`src/rtl/sdlp_pkg.sv`:
```
package sdlp_pkg;

    // Encoded command strobe; one command per cycle, NOP by default.
    typedef enum logic [2:0] {
        CMD_NOP  = 3'd0,
        CMD_PALL = 3'd1,
        CMD_REF  = 3'd2,
        CMD_SREF = 3'd3,
        CMD_PDWN = 3'd4
    } sd_cmd_e;

    // Software control word.
    typedef struct packed {
        logic cke;
        logic ref_en;
    } lp_ctl_t;

    // Sequencer states.
    typedef enum logic [2:0] {
        ST_ACT   = 3'd0,   // memory awake, periodic refresh possible
        ST_RPALL = 3'd1,   // precharge-all issued, auto-refresh next
        ST_EPALL = 3'd2,   // precharge-all issued, self-refresh entry next
        ST_SREF  = 3'd3,   // asleep in self-refresh
        ST_PDWN  = 3'd4,   // asleep in power-down
        ST_WAKE  = 3'd5    // clock enabled again, settling NOPs
    } seq_st_e;

    localparam lp_ctl_t CTL_RESET = '{cke: 1'b1, ref_en: 1'b0};

    // A resting state may accept a held control write.
    function automatic logic st_is_rest(seq_st_e st);
        return (st == ST_ACT) || (st == ST_SREF) || (st == ST_PDWN);
    endfunction

    // Resting states in which the memory sleeps.
    function automatic logic st_is_sleep(seq_st_e st);
        return (st == ST_SREF) || (st == ST_PDWN);
    endfunction

    // Commands that count as a completed refresh.
    function automatic logic cmd_refreshes(sd_cmd_e c);
        return (c == CMD_REF) || (c == CMD_SREF);
    endfunction

    // Sleep command chosen by the refresh-enable bit of the sleeping write.
    function automatic sd_cmd_e sleep_cmd(lp_ctl_t w);
        return w.ref_en ? CMD_PALL : CMD_PDWN;
    endfunction

endpackage

```
`src/rtl/sdlp_ctl_hold.sv`:
```
module sdlp_ctl_hold
    import sdlp_pkg::*;
(
    input  logic    clk,
    input  logic    rst,
    input  logic    wr_en,
    input  lp_ctl_t wr_val,
    input  logic    accept,
    output logic    held_vld,
    output lp_ctl_t held_val
);

    logic    vld_q;
    lp_ctl_t val_q;

    // A new write always wins over an accept in the same cycle, so the
    // most recent write is never lost.
    always_ff @(posedge clk) begin
        if (rst) begin
            vld_q <= 1'b0;
            val_q <= CTL_RESET;
        end else begin
            if (wr_en) begin
                vld_q <= 1'b1;
                val_q <= wr_val;
            end else if (accept) begin
                vld_q <= 1'b0;
            end
        end
    end

    assign held_vld = vld_q;
    assign held_val = val_q;

    AST_HOLD_KEEP: assert property (@(posedge clk) disable iff (rst)
        (vld_q && !accept && !wr_en) |=> (vld_q && $stable(val_q)));

    AST_HOLD_LATEST: assert property (@(posedge clk) disable iff (rst)
        wr_en |=> (vld_q && val_q == $past(wr_val)));

    AST_ACCEPT_ONLY_VALID: assert property (@(posedge clk) disable iff (rst)
        accept |-> vld_q);

endmodule

```
`src/rtl/sdlp_ref_timer.sv`:
```
module sdlp_ref_timer
    import sdlp_pkg::*;
#(
    parameter int REF_INTERVAL = 780
) (
    input  logic clk,
    input  logic rst,
    input  logic ref_en,
    input  logic ack,
    output logic due
);

    localparam int CW = $clog2(REF_INTERVAL + 1);
    localparam logic [CW-1:0] RELOAD = CW'(REF_INTERVAL - 1);

    logic [CW-1:0] cnt_q;
    logic          due_q;
    logic          expire;

    assign expire = (cnt_q == '0);

    // Down-counter reloaded on expiry; clearing the enable resets it and
    // drops any refresh that was still owed.
    always_ff @(posedge clk) begin
        if (rst) begin
            cnt_q <= RELOAD;
            due_q <= 1'b0;
        end else if (!ref_en) begin
            cnt_q <= RELOAD;
            due_q <= 1'b0;
        end else begin
            cnt_q <= expire ? RELOAD : cnt_q - 1'b1;
            if (expire) begin
                due_q <= 1'b1;
            end else if (ack) begin
                due_q <= 1'b0;
            end
        end
    end

    assign due = due_q;

    AST_CNT_RANGE: assert property (@(posedge clk) disable iff (rst)
        cnt_q <= RELOAD);

    AST_DUE_NEEDS_EN: assert property (@(posedge clk) disable iff (rst)
        !ref_en |=> !due_q);

    AST_DUE_FROM_EXPIRY: assert property (@(posedge clk) disable iff (rst)
        $rose(due_q) |-> ($past(ref_en) && $past(cnt_q) == '0));

    AST_ACK_CLEARS: assert property (@(posedge clk) disable iff (rst)
        (ack && ref_en && !expire) |=> !due_q);

endmodule

```
`src/rtl/sdlp_seq_fsm.sv`:
```
module sdlp_seq_fsm
    import sdlp_pkg::*;
#(
    parameter int EXIT_NOPS = 2
) (
    input  logic    clk,
    input  logic    rst,
    input  logic    held_vld,
    input  lp_ctl_t held_val,
    input  logic    ref_due,
    output logic    accept,
    output logic    ref_ack,
    output logic    ref_en,
    output sd_cmd_e cmd_o,
    output logic    cke_o
);

    localparam int NOPS = (EXIT_NOPS < 1) ? 1 : EXIT_NOPS;
    localparam int WW   = $clog2(NOPS + 1);
    localparam logic [WW-1:0] WAKE_LOAD = WW'(NOPS - 1);

    seq_st_e       st_q,   st_d;
    sd_cmd_e       cmd_q,  cmd_d;
    logic          cke_q,  cke_d;
    lp_ctl_t       ctl_q,  ctl_d;
    logic [WW-1:0] wcnt_q, wcnt_d;

    always_comb begin
        st_d    = st_q;
        cmd_d   = CMD_NOP;
        cke_d   = cke_q;
        ctl_d   = ctl_q;
        wcnt_d  = wcnt_q;
        accept  = 1'b0;
        ref_ack = 1'b0;
        unique case (st_q)
            ST_ACT: begin
                if (held_vld) begin
                    accept = 1'b1;
                    ctl_d  = held_val;
                    if (!held_val.cke) begin
                        // Sleep mode follows the refresh bit of this write.
                        cmd_d = sleep_cmd(held_val);
                        if (held_val.ref_en) begin
                            st_d = ST_EPALL;
                        end else begin
                            st_d  = ST_PDWN;
                            cke_d = 1'b0;
                        end
                    end
                end else if (ref_due && ctl_q.ref_en) begin
                    st_d  = ST_RPALL;
                    cmd_d = CMD_PALL;
                end
            end
            ST_RPALL: begin
                cmd_d   = CMD_REF;
                ref_ack = 1'b1;
                st_d    = ST_ACT;
            end
            ST_EPALL: begin
                cmd_d   = CMD_SREF;
                ref_ack = 1'b1;
                cke_d   = 1'b0;
                st_d    = ST_SREF;
            end
            ST_SREF, ST_PDWN: begin
                if (held_vld) begin
                    accept = 1'b1;
                    ctl_d  = held_val;
                    if (held_val.cke) begin
                        cke_d  = 1'b1;
                        wcnt_d = WAKE_LOAD;
                        st_d   = ST_WAKE;
                    end
                end
            end
            ST_WAKE: begin
                if (wcnt_q == '0) begin
                    if (ref_due) begin
                        cmd_d = CMD_PALL;
                        st_d  = ST_RPALL;
                    end else begin
                        st_d = ST_ACT;
                    end
                end else begin
                    wcnt_d = wcnt_q - 1'b1;
                end
            end
            default: begin
                st_d = ST_ACT;
            end
        endcase
    end

    always_ff @(posedge clk) begin
        if (rst) begin
            st_q   <= ST_ACT;
            cmd_q  <= CMD_NOP;
            cke_q  <= 1'b1;
            ctl_q  <= CTL_RESET;
            wcnt_q <= '0;
        end else begin
            st_q   <= st_d;
            cmd_q  <= cmd_d;
            cke_q  <= cke_d;
            ctl_q  <= ctl_d;
            wcnt_q <= wcnt_d;
        end
    end

    assign cmd_o  = cmd_q;
    assign cke_o  = cke_q;
    assign ref_en = ctl_q.ref_en;

    AST_SREF_AFTER_PALL: assert property (@(posedge clk) disable iff (rst)
        (cmd_q == CMD_SREF) |-> ($past(cmd_q) == CMD_PALL));

    AST_REF_AFTER_PALL: assert property (@(posedge clk) disable iff (rst)
        (cmd_q == CMD_REF) |-> ($past(cmd_q) == CMD_PALL));

    AST_ENTRY_CKE_LOW: assert property (@(posedge clk) disable iff (rst)
        (cmd_q == CMD_SREF || cmd_q == CMD_PDWN) |-> !cke_q);

    AST_QUIET_ASLEEP: assert property (@(posedge clk) disable iff (rst)
        (!cke_q && !$past(cke_q)) |-> (cmd_q == CMD_NOP));

    AST_WAKE_QUIET: assert property (@(posedge clk) disable iff (rst)
        (st_q == ST_WAKE) |-> (cmd_q == CMD_NOP && cke_q));

    AST_CKE_RISE_NOP: assert property (@(posedge clk) disable iff (rst)
        $rose(cke_q) |-> (cmd_q == CMD_NOP && $past(st_is_sleep(st_q))));

    AST_NO_REF_DISABLED: assert property (@(posedge clk) disable iff (rst)
        (st_q == ST_ACT && !ctl_q.ref_en && !held_vld) |=> (cmd_q == CMD_NOP));

    AST_ACCEPT_AT_REST: assert property (@(posedge clk) disable iff (rst)
        accept |-> st_is_rest(st_q));

    AST_ACK_ON_REFRESH: assert property (@(posedge clk) disable iff (rst)
        ref_ack |=> cmd_refreshes(cmd_q));

endmodule

```
`src/rtl/sdram_lp_seq.sv`:
```
module sdram_lp_seq
    import sdlp_pkg::*;
#(
    parameter int REF_INTERVAL = 780,
    parameter int EXIT_NOPS    = 2
) (
    input  logic       clk,
    input  logic       rst,
    input  logic       ctl_wr,
    input  logic       ctl_cke,
    input  logic       ctl_ref_en,
    output logic       mem_cke,
    output logic [2:0] mem_cmd
);

    lp_ctl_t wr_val;
    lp_ctl_t held_val;
    logic    held_vld;
    logic    accept;
    logic    ref_ack;
    logic    ref_en;
    logic    ref_due;
    sd_cmd_e cmd;

    assign wr_val = '{cke: ctl_cke, ref_en: ctl_ref_en};

    sdlp_ctl_hold u_hold (
        .clk      (clk),
        .rst      (rst),
        .wr_en    (ctl_wr),
        .wr_val   (wr_val),
        .accept   (accept),
        .held_vld (held_vld),
        .held_val (held_val)
    );

    sdlp_ref_timer #(
        .REF_INTERVAL (REF_INTERVAL)
    ) u_timer (
        .clk    (clk),
        .rst    (rst),
        .ref_en (ref_en),
        .ack    (ref_ack),
        .due    (ref_due)
    );

    sdlp_seq_fsm #(
        .EXIT_NOPS (EXIT_NOPS)
    ) u_fsm (
        .clk      (clk),
        .rst      (rst),
        .held_vld (held_vld),
        .held_val (held_val),
        .ref_due  (ref_due),
        .accept   (accept),
        .ref_ack  (ref_ack),
        .ref_en   (ref_en),
        .cmd_o    (cmd),
        .cke_o    (mem_cke)
    );

    assign mem_cmd = cmd;

    AST_RESET_STATE: assert property (@(posedge clk)
        rst |=> (mem_cke && mem_cmd == 3'd0));

endmodule

```
`config.mk`:
```
export PLATFORM = sky130hd
export DESIGN_NAME = sdram_lp_seq
export DESIGN_NICKNAME = d
export VERILOG_FILES = /design/src/rtl/sdlp_pkg.sv /design/src/rtl/sdlp_ctl_hold.sv /design/src/rtl/sdlp_ref_timer.sv /design/src/rtl/sdlp_seq_fsm.sv /design/src/rtl/sdram_lp_seq.sv
export SDC_FILE = /design/constraint.sdc
export NUM_CORES = 1
export LEC_CHECK = 0
export BUFFER_PORTS_ARGS = -buffer_cell sky130_fd_sc_hd__buf_2
export CAP_MARGIN = 20
export CORE_MARGIN = 3
export CORE_UTILIZATION = 56
export CTS_CLUSTER_SIZE = 28
export DETAILED_ROUTE_END_ITERATION = 7
export PLACE_DENSITY_LB_ADDON = 0.15
export SLEW_MARGIN = 20
export SYNTH_ARGS = -nofsm -noshare
export SYNTH_HDL_FRONTEND = slang
export SYNTH_SLANG_ARGS = --single-unit
export TNS_END_PERCENT = 1
```
`constraint.sdc`:
```
create_clock -name clk -period 2.5 [get_ports clk]
set_input_delay 0.375 -clock clk [delete_from_list [all_inputs] [get_ports clk]]
set_output_delay 0.375 -clock clk [all_outputs]
set_load 0.1 [all_outputs]
```
==> results of run 1 <==
==> final timing paths <==
kind              cells after the start  slack, ps                 end
setup / recovery                      5        830    u_timer.cnt_q[2]
hold / removal                        2        250  u_hold.held_val[1]
hold reg to reg                       1        430    u_timer.cnt_q[0]
setup reg to reg                      5        830    u_timer.cnt_q[2]
==> layout by cell type, fill, tap and decap left out, types with 3 or more instances in the layout <==
cell,instances
dfxtp_1,24
nor2_1,15
o21ai_0,12
nand2_1,11
a21oi_1,10
buf_2,8
inv_1,7
xnor2_1,6
nand2b_1,5
nor2b_1,5
nand4_1,3
and3_1,3
clkbuf_4,3
==> layer usage <==
metal / global-route usage [%] / wire length (um)
met1: 25.0 / 1090
met2: 30.1 / 1100
met4: 7.66 / 27
met5: 0 / 0
met3: 2.56 / 105
==> sequential cells by signal, summed over array words and instances (netlist names) <==
register         cells
u_fsm.st_q           3
u_timer.cnt_q       10
u_fsm.wcnt_q         2
u_hold.held_vld      1
u_hold.held_val      2
u_fsm.cmd_o          3
u_fsm.cke_o          1
u_timer.due          1
u_fsm.ref_en         1
==> through the flow <==
step	util, %	hold slack [ps]
3_3_place_gp	62.5	391
3_5_place_dp	62.5	407
2_1_floorplan	-	384
4_1_cts	65.2	249
5_1_grt	65.2	263
6_report	65.2	254
==> report_power, final <==
group          switching [mW]  internal (mW)
Sequential             0.0162          0.390
Combinational          0.0320         0.0211
Clock                   0.119          0.162
Total                   0.167          0.574
==> logic make-up (layout without fill, tap and decap cells) <==
family / Yosys count / after routing / share of synthesized area, %
flip-flops: 24 / 24 / 40.3
multiplexers: 2 / 2 / 1.68
XOR/XNOR: 6 / 6 / 4.40
adder cells (fa/ha/maj): 2 / 2 / 2.10
AO/OA/AOI/OAI: 35 / 35 / 17.6
buffers and inverters: 13 / 19 / 4.61
AND/OR/NAND/NOR: 57 / 57 / 29.3
==> area by class of cell <==
type / instances / area share [%]
Clock buffer: 3 / 1.74
Clock inverter: 1 / 2.33
Inverter: 7 / 2.03
Multi-Input combinational cell: 102 / 51.0
Sequential cell: 24 / 37.2
Tap cell: 27 / 2.62
Timing Repair Buffer: 8 / 3.10
==> flow_summary.ini, run 1 <==
[status]
outcome = finished clean

[yosys]
ys_async_sr_fraction_pct = 0
synth_cell_types = 38
yosys-top-cells-area = dfxtp_1 40%, o21ai_0 5.0%, nor2_1 4.7%
synthesis.nets = 146
yosysWarnings = 0
syn-instance-count = 139
yosysMostFrequentCell = dfxtp_1
post_synth.cell_area_avg_um2 = 8.59
synth_top_flop_cell = dfxtp_1
yosys-top-cells-count = 24 x dfxtp_1, 15 x nor2_1, 12 x o21ai_0
syn_area_um2 = 1190
synth.yosys.seq_area_share_pct = 40.3
ys_seq_elements = 24
yosys.area.top_type = dfxtp_1
synth_largest_type_area_fraction_pct = 40.3
edff_count_synth = 0

[timing]
finalMaxSlewViolations = 0
period_share_pct = 66.8
timing_worst_slew_pin_value_ps = 554
finClkSkew_ps = 6.19
post-route-min-period_ps = 1670
rsz0062_at_grt = no
setup_ws_ps = 831
final_hold_viol_count = 0
report.final.setup_viol = 0
timing.setup.tns_ps = 0
maxSlewHeadroom_pct = 63.0
max_clock_freq_mhz = 599

[layout]
flow.area_growth_from_synthesis_pct = 8.18
ff_latch_area_um2 = 480
fin_cells = 172
multi_input_area_um2 = 658
share_of_final_layout_standard_cells_stronger_than_drive_strength_1_pct = 12.4
antenna-diode-count = 0
fin_area_um2 = 1290
finalNetCount = 153
fillers = 176

[global_routing]
grt_first_pass_wirelength_um = 3780
gr-total-overflow = 0
grt_max_degree = 19
initial_antenna_violation_count = 0
groute.usage.overall_pct = 18.7
grt_pass1_vias = 866

[detailed_routing]
postRouteWirelength_um = 2320
detail_route.first_pass.iterations = 4
post_drt_via_cell_ratio = 5.84
final_antenna_net_count = 0
drt_first_iter_violations = 18
post_drt_wl_per_cell_um = 13.5
drt_drc_violations_left = 0
routed-via-count = 1004

[clock_tree]
cts.repair.resized = 0
clock_tree.root_cell = clkbuf_4
clk_pin_slew_worst_paths_ps = 130
cts.hold.buffers_added = 0
cts.sinks = 24
cts-htree-levels = 1
tritoncts_clock_tree = yes
cts-root-to-sink-buffers = 2
clk-insertion-delay-late_ps = 320
tritoncts.num_buffers = 3
cts.repair_timing.setup_buffer_count = 0

[power]
power_mw = 0.741
powerDensity_nw_per_um2 = 574
ir_worst_vdd_mv = 0.441
power.static_leakage_nw = 0.493

[place]
placement.cell_area_um2 = 1240
placement.io_buffers = 8
global_placer_s_final_weighted_congestion = 0.824
placed_cells_incl_taps = 168
place_ws_ps = 842
place_hpwl_um = 1670

[floorplanning]
ioPinCount = 9
std_cell_rows = 16
floorplan.die_area_um2 = 2720
core_region_area_um2 = 1980
die_width_um = 52.2
initial_utilization_pct = 60.2
die_height_um = 52.2

[critical_path]
worst_setup_path_startpoint = u_timer.cnt_q[0]
cp.required_ps = 2710
timing.critical_path.buf_inv = 1
critical_path.slowest_cell = or4b_4
startpoint_of_the_worst_register_to_register_path = u_timer.cnt_q[0]
end_kind = flip-flop
cp_max_fo = 4
critical_path_arrival_ps = 1880
critical_path.top_delay_family = simple AND/OR/NAND/NOR gates
timing.critical_path.cells = inv_1 -> ha_1 -> or4b_4 -> o21ai_0 -> nor2_1
critical_path.max_stage_delay_ps = 500
setup.worst_path.class = reg -> reg
startpoint_type = flip-flop

[worst_hold_path]
worstHoldPathType = in -> reg
hold_wc_startpoint = ctl_cke

[job]
cap_violations = 0
No activity file was read; power rests on OpenSTA's default activity.
==> run 2: changes to the inputs <==
--- a/config.mk
+++ b/config.mk
@@ -8,7 +8,7 @@
 export BUFFER_PORTS_ARGS = -buffer_cell sky130_fd_sc_hd__buf_2
 export CAP_MARGIN = 20
 export CORE_MARGIN = 3
-export CORE_UTILIZATION = 56
+export CORE_UTILIZATION = 52
 export CTS_CLUSTER_SIZE = 28
 export DETAILED_ROUTE_END_ITERATION = 7
 export PLACE_DENSITY_LB_ADDON = 0.15
==> constraint.sdc (replaced) <==
create_clock -name clk -period 1.4 [get_ports clk]
set_input_delay 0.21 -clock clk [delete_from_list [all_inputs] [get_ports clk]]
set_output_delay 0.21 -clock clk [all_outputs]
set_load 0.1 [all_outputs]
==> run 2 against run 1 <==
Effect of this change:
- the flow now finishes with violations (setup timing)
- utilization is 7.2 points higher
- hold slack worse by 160 ps
- global-route usage grew 2.1 points
- sequential share of layout area shrank 4.9 points
- critical path type unchanged
- largest power group unchanged
==> flow_summary.ini, run 2 (synthesized netlist as in run 1, its figures left out) <==
[status]
outcome = complete, but fails checks
violated_checks = setup timing

[critical_path]
critical_path.slowest_cell = or4b_4
setup.reg_to_reg.worst_slack_ps = -150
critical_path_arrival_ps = 1760
startpoint_type = flip-flop
cp.required_ps = 1610
cp_max_fo = 3
timing.critical_path.cells = inv_1 -> ha_2 -> or4b_4 -> nor4_4 -> xnor2_1 -> nand2_1
end_kind = flip-flop
critical_path.max_stage_delay_ps = 490
setup.worst_path.class = reg -> reg

[worst_hold_path]
worstHoldPathType = in -> reg

[detailed_routing]
post_drt_via_cell_ratio = 5.44
routed-via-count = 1061
postRouteWirelength_um = 2580
detail_route.first_pass.iterations = 4
drt_drc_violations_left = 0
drt_first_iter_violations = 27
post_drt_wl_per_cell_um = 13.2
final_antenna_net_count = 0

[layout]
largest_register_ff_count = 10
antenna-diode-count = 0
layout.cells.most_common = buf_4
most-common-layout-cells = 23 x buf_4, 22 x dfxtp_1, 14 x nor2_1, 11 x nand2_1, 10 x o21ai_0
share_of_final_layout_standard_cells_stronger_than_drive_strength_1_pct = 29.2
finalNetCount = 176
regMostFlops = u_timer.cnt_q
flow.area_growth_from_synthesis_pct = 25.1

[timing]
period_share_pct = 111
timing.setup.tns_ps = -538
final_hold_viol_count = 0
post-route-min-period_ps = 1550
setup_ws_ps = -148
timing_worst_slew_pin_value_ps = 486
rsz0062_at_grt = yes
report.final.setup_viol = 7
finalMaxSlewViolations = 0
maxSlewHeadroom_pct = 67.8
max_clock_freq_mhz = 646
finClkSkew_ps = 3.33

[place]
placement.io_buffers = 8
global_placer_s_final_weighted_congestion = 0.831
place_ws_ps = -122
place_hpwl_um = 1850

[clock_tree]
cts.sinks = 24
cts-htree-levels = 1
cts.hold.buffers_added = 0
cts-root-to-sink-buffers = 2
tritoncts.num_buffers = 3
clk_pin_slew_worst_paths_ps = 130
clk-insertion-delay-late_ps = 320
tritoncts_clock_tree = yes
clock_tree.root_cell = clkbuf_4

[floorplanning]
std_cell_rows = 16
floorplan.die_area_um2 = 2910
ioPinCount = 9
die_width_um = 53.9
core_region_area_um2 = 2060
die_height_um = 53.9
initial_utilization_pct = 57.9

[global_routing]
groute.usage.overall_pct = 20.8
grt_pass1_vias = 985
initial_antenna_violation_count = 0
grt_first_pass_wirelength_um = 4350
gr-total-overflow = 0
grt_max_degree = 15

[power]
ir_worst_vdd_mv = 0.627
powerDensity_nw_per_um2 = 819
power_mw = 1.22
power.static_leakage_nw = 0.600

[job]
cap_violations = 0
-- run 2: cell count changes in the layout (fill, tap and decap cells not counted), moves of 2 or more --
cell / delta
a21oi_2: +2
a21oi_1: -2
dfxtp_2: +2
dfxtp_1: -2
buf_4: +23
o21ai_0: -2
-- run 2: critical path: cells and delay by family, from the launching register on --
| family | cells | cell delay, ps |
|---|---|---|
| adder cells (fa/ha/maj) | 1 | 180 |
| buffers and inverters | 1 | 60 |
| XOR/XNOR | 1 | 140 |
| AND/OR/NAND/NOR | 3 | 720 |
| flip-flops | 1 | 330 |
-- run 2: repair_timing --
| item | 4_1_cts | 5_1_grt |
|---|---|---|
| setup endpoints to repair | 8 | 15 |
| pin swaps | 0 | 3 |
| gates resized for setup | 4 | 8 |
| setup buffers | 0 | 0 |
-- run 2: layout make-up --
cell class / count / area, um2
clock buffers: 4 / 36.3
fillers: 168 / 569
inverters: 7 / 26.3
multi-input cells: 102 / 701
flip-flops and latches: 24 / 483
well taps: 27 / 33.8
repair buffers: 31 / 213
-- run 2: per-stage QoR --
stage	hold slack [ps]	cells	util (%)	area (um2)
after floorplan	327	139	-	1200
after global placement	415	191	68.6	1410
after detailed placement	429	191	68.6	1410
after CTS	90.5	195	71.1	1470
after global routing	94.9	195	72.4	1490
final	88.6	195	72.4	1490
-- run 2: path summary, 6_finish.rpt --
kind / depth (start not counted) / endpoint / start
hold reg to reg: 1 / u_fsm.cke_o / u_fsm.cke_o
hold / removal: 2 / u_hold.held_val[1] / ctl_cke
setup reg to reg: 6 / u_timer.cnt_q[8] / u_timer.cnt_q[1]
setup / recovery: 6 / u_timer.cnt_q[8] / u_timer.cnt_q[1]
-- run 2: routing by layer --
layer,vias up,routed length (um),global-route usage (%)
met3,5,87,2.49
met1,489,1280,28.7
met5,-,0,0
met2,20,1170,31.7
li1,547,-,-
met4,0,42,10.2
-- run 2: power by group --
group,leakage (nW),switching [mW],internal (mW)
Combinational,0.384,0.0767,0.0603
Clock,0.0210,0.210,0.159
Sequential,0.196,0.0179,0.698
Total,0.600,0.305,0.917
==> run 3: changes to the inputs <==
--- a/config.mk
+++ b/config.mk
@@ -5,12 +5,14 @@
 export SDC_FILE = /design/constraint.sdc
 export NUM_CORES = 1
 export LEC_CHECK = 0
+export ABC_AREA = 1
 export BUFFER_PORTS_ARGS = -buffer_cell sky130_fd_sc_hd__buf_2
 export CAP_MARGIN = 20
 export CORE_MARGIN = 3
-export CORE_UTILIZATION = 52
+export CORE_UTILIZATION = 51
 export CTS_CLUSTER_SIZE = 28
 export DETAILED_ROUTE_END_ITERATION = 7
+export MAX_ROUTING_LAYER = met4
 export PLACE_DENSITY_LB_ADDON = 0.15
 export SLEW_MARGIN = 20
 export SYNTH_ARGS = -nofsm -noshare
==> run 3 against run 2 <==
Effect of this change:
- the flow now finishes without violations
- cell area fell by 13%
- synthesized cell count rose by 22%
- sequential cell count did not move
- combinational power rose to 6.5 times the previous value
- hold slack improved by 13 ps
- maximum frequency up 19%
- routed wire length down 11%
- largest power group is now combinational cells
- highest routed layer unchanged
==> flow_summary.ini, run 3 <==
[status]
outcome = finished clean

[critical_path]
cp.required_ps = 1190
startpoint_type = flip-flop
end_kind = output port
critical_path.top_delay_family = buffers and inverters
critical_path.slowest_cell = buf_2
timing.critical_path.cells = buf_2
setup.worst_path.class = reg -> out
cp_max_fo = 2
critical_path.max_stage_delay_ps = 420
critical_path_arrival_ps = 1090
timing.critical_path.buf_inv = 1

[layout]
antenna-diode-count = 0
regMostFlops = u_timer.cnt_q
multi_input_area_um2 = 587
most-common-layout-cells = 33 x nand2_1, 24 x inv_1, 22 x nor2_1, 20 x dfxtp_1, 13 x nand3_1
fillers = 187
ff_latch_area_um2 = 485
largest_register_ff_count = 10
share_of_final_layout_standard_cells_stronger_than_drive_strength_1_pct = 19.9
layout.cells.most_common = nand2_1
finalNetCount = 189
final_core_util_pct = 63.4
flow.area_growth_from_synthesis_pct = 12.1

[global_routing]
grt_first_pass_wirelength_um = 3750
grt_max_degree = 14
global_route.peak_usage_layer = met1
gr-total-overflow = 0
grt_pass1_vias = 866
groute.usage.overall_pct = 18.3
met1_usage_grt_pct = 26.7
globalRouteMet3Util_pct = 4.16
global_route.usage.met2_pct = 24.5
initial_antenna_violation_count = 0

[power]
netSwitchingPower_mw = 0.937
power_mw = 2.11
power.static_leakage_nw = 0.595
sequentialPowerShare_pct = 40.7
cellInternalPower_mw = 1.18
ir_worst_vdd_mv = 0.972
powerDensity_nw_per_um2 = 1630
sw_frac_of_total_pct = 44.3
power.clock.fraction_pct = 17.3
combinational_share_of_power_pct = 42.0

[clock_tree]
clock_tree.root_cell = clkbuf_4
cts-htree-levels = 1
cts.repair_timing.setup_buffer_count = 0
cts-root-to-sink-buffers = 2
tritoncts_clock_tree = yes
clk-insertion-delay-late_ps = 310
tritoncts.num_buffers = 3
clk_pin_slew_worst_paths_ps = 130
cts.hold.buffers_added = 0
cts.sinks = 24

[yosys]
yosys-top-cells-area = dfxtp_1 42%, nand2_1 11%, inv_1 8.5%
syn_area_um2 = 1150
ys_async_sr_fraction_pct = 0
synth_largest_type_area_fraction_pct = 41.6
syn-instance-count = 169
synth_cell_types = 20
ys_seq_elements = 24
yosysWarnings = 0
synth_top_flop_cell = dfxtp_1
yosys-top-cells-count = 34 x nand2_1, 26 x inv_1, 24 x dfxtp_1
edff_count_synth = 0
synth.yosys.seq_area_share_pct = 41.6
synthesis.nets = 176
yosysMostFrequentCell = nand2_1
post_synth.cell_area_avg_um2 = 6.83
yosys.area.top_type = dfxtp_1

[place]
global_placer_s_final_weighted_congestion = 0.903
place_hpwl_um = 1720
placement.io_buffers = 8

[floorplanning]
floorplan.die_area_um2 = 2870
die_width_um = 53.6
core_region_area_um2 = 2040
initial_utilization_pct = 56.6
std_cell_rows = 16
die_height_um = 53.6
ioPinCount = 9

[timing]
report.final.setup_viol = 0
finalMaxSlewViolations = 0
maxSlewHeadroom_pct = 67.6
rsz0062_at_grt = no
timing.setup.tns_ps = 0
period_share_pct = 92.7
timing_worst_slew_pin_value_ps = 489
finClkSkew_ps = 3.18
max_clock_freq_mhz = 771
final_hold_viol_count = 0
post-route-min-period_ps = 1300

[detailed_routing]
post_drt_via_cell_ratio = 5.00
detail_route.first_pass.iterations = 4
drt_drc_violations_left = 0
drt_first_iter_violations = 25
postRouteWirelength_um = 2290
final_antenna_net_count = 0
post_drt_wl_per_cell_um = 11.0
routed-via-count = 1040

[job]
cap_violations = 0

[worst_hold_path]
worstHoldPathType = in -> reg
[run 3: layout make-up]
class | instances | share of cell area, %
flip-flops and latches | 24 | 37.5
clock buffers | 4 | 2.80
repair buffers | 9 | 3.67
multi-input cells | 116 | 45.3
inverters | 28 | 8.12
well taps | 27 | 2.61
[run 3: tightest hold or removal path, delay by kind of cell]
kind / cells / cell delay, ps
AO/OA/AOI/OAI: 2 / 110
buffers and inverters: 1 / 80
[run 3: final timing paths]
kind | end | from | slack (ps) | cells past startpoint
setup / recovery | mem_cke | u_fsm.cke_o | 100 | 1
setup reg to reg | u_fsm.cke_o | u_fsm.st_q[2] | 120 | 6
hold / removal | u_hold.held_val[1] | ctl_cke | 100 | 3
hold reg to reg | u_timer.cnt_q[0] | u_timer.cnt_q[0] | 440 | 1
[run 3: metrics by stage]
| step | hold WS [ps] | instance area, um2 | setup WS [ps] | std cells |
|---|---|---|---|---|
| detailed placement | 423 | 1230 | 25.8 | 204 |
| global placement | 400 | 1230 | 96.0 | 204 |
| CTS | 101 | 1270 | 1.88 | 208 |
| finish | 102 | 1290 | 103 | 208 |
| global route | 119 | 1290 | 28.1 | 208 |
| floorplan | 321 | 1150 | 185 | 169 |
[run 3: kinds of logic (layout without fill, tap and decap cells)]
family | after synthesis | in the layout | synth area share, %
AO/OA/AOI/OAI | 27 | 27 | 12.6
flip-flops | 24 | 24 | 41.6
AND/OR/NAND/NOR | 87 | 87 | 34.1
adder cells (fa/ha/maj) | 2 | 2 | 2.17
buffers and inverters | 29 | 41 | 9.53
[run 3: layer usage]
metal,vias to the layer above,part of all wire [%]
met5,-,0
met4,0,1.3
met3,5,4.1
met2,27,40
met1,447,55
li1,561,-
[run 3: power by group through the flow]
stage               Sequential (mW)  Clock, mW  Combinational, mW
finish                        0.861      0.366              0.887
global route                  0.868      0.397              0.983
CTS                           0.851      0.373              0.886
detailed placement            0.866          0              0.882
global placement              0.863          0              0.875
floorplan                      1.07          0              0.514
[run 3: what timing repair did]
item	4_1_cts	5_1_grt
resized for setup	0	11
hold endpoints to repair	0	0
endpoints found under the setup margin	0	11
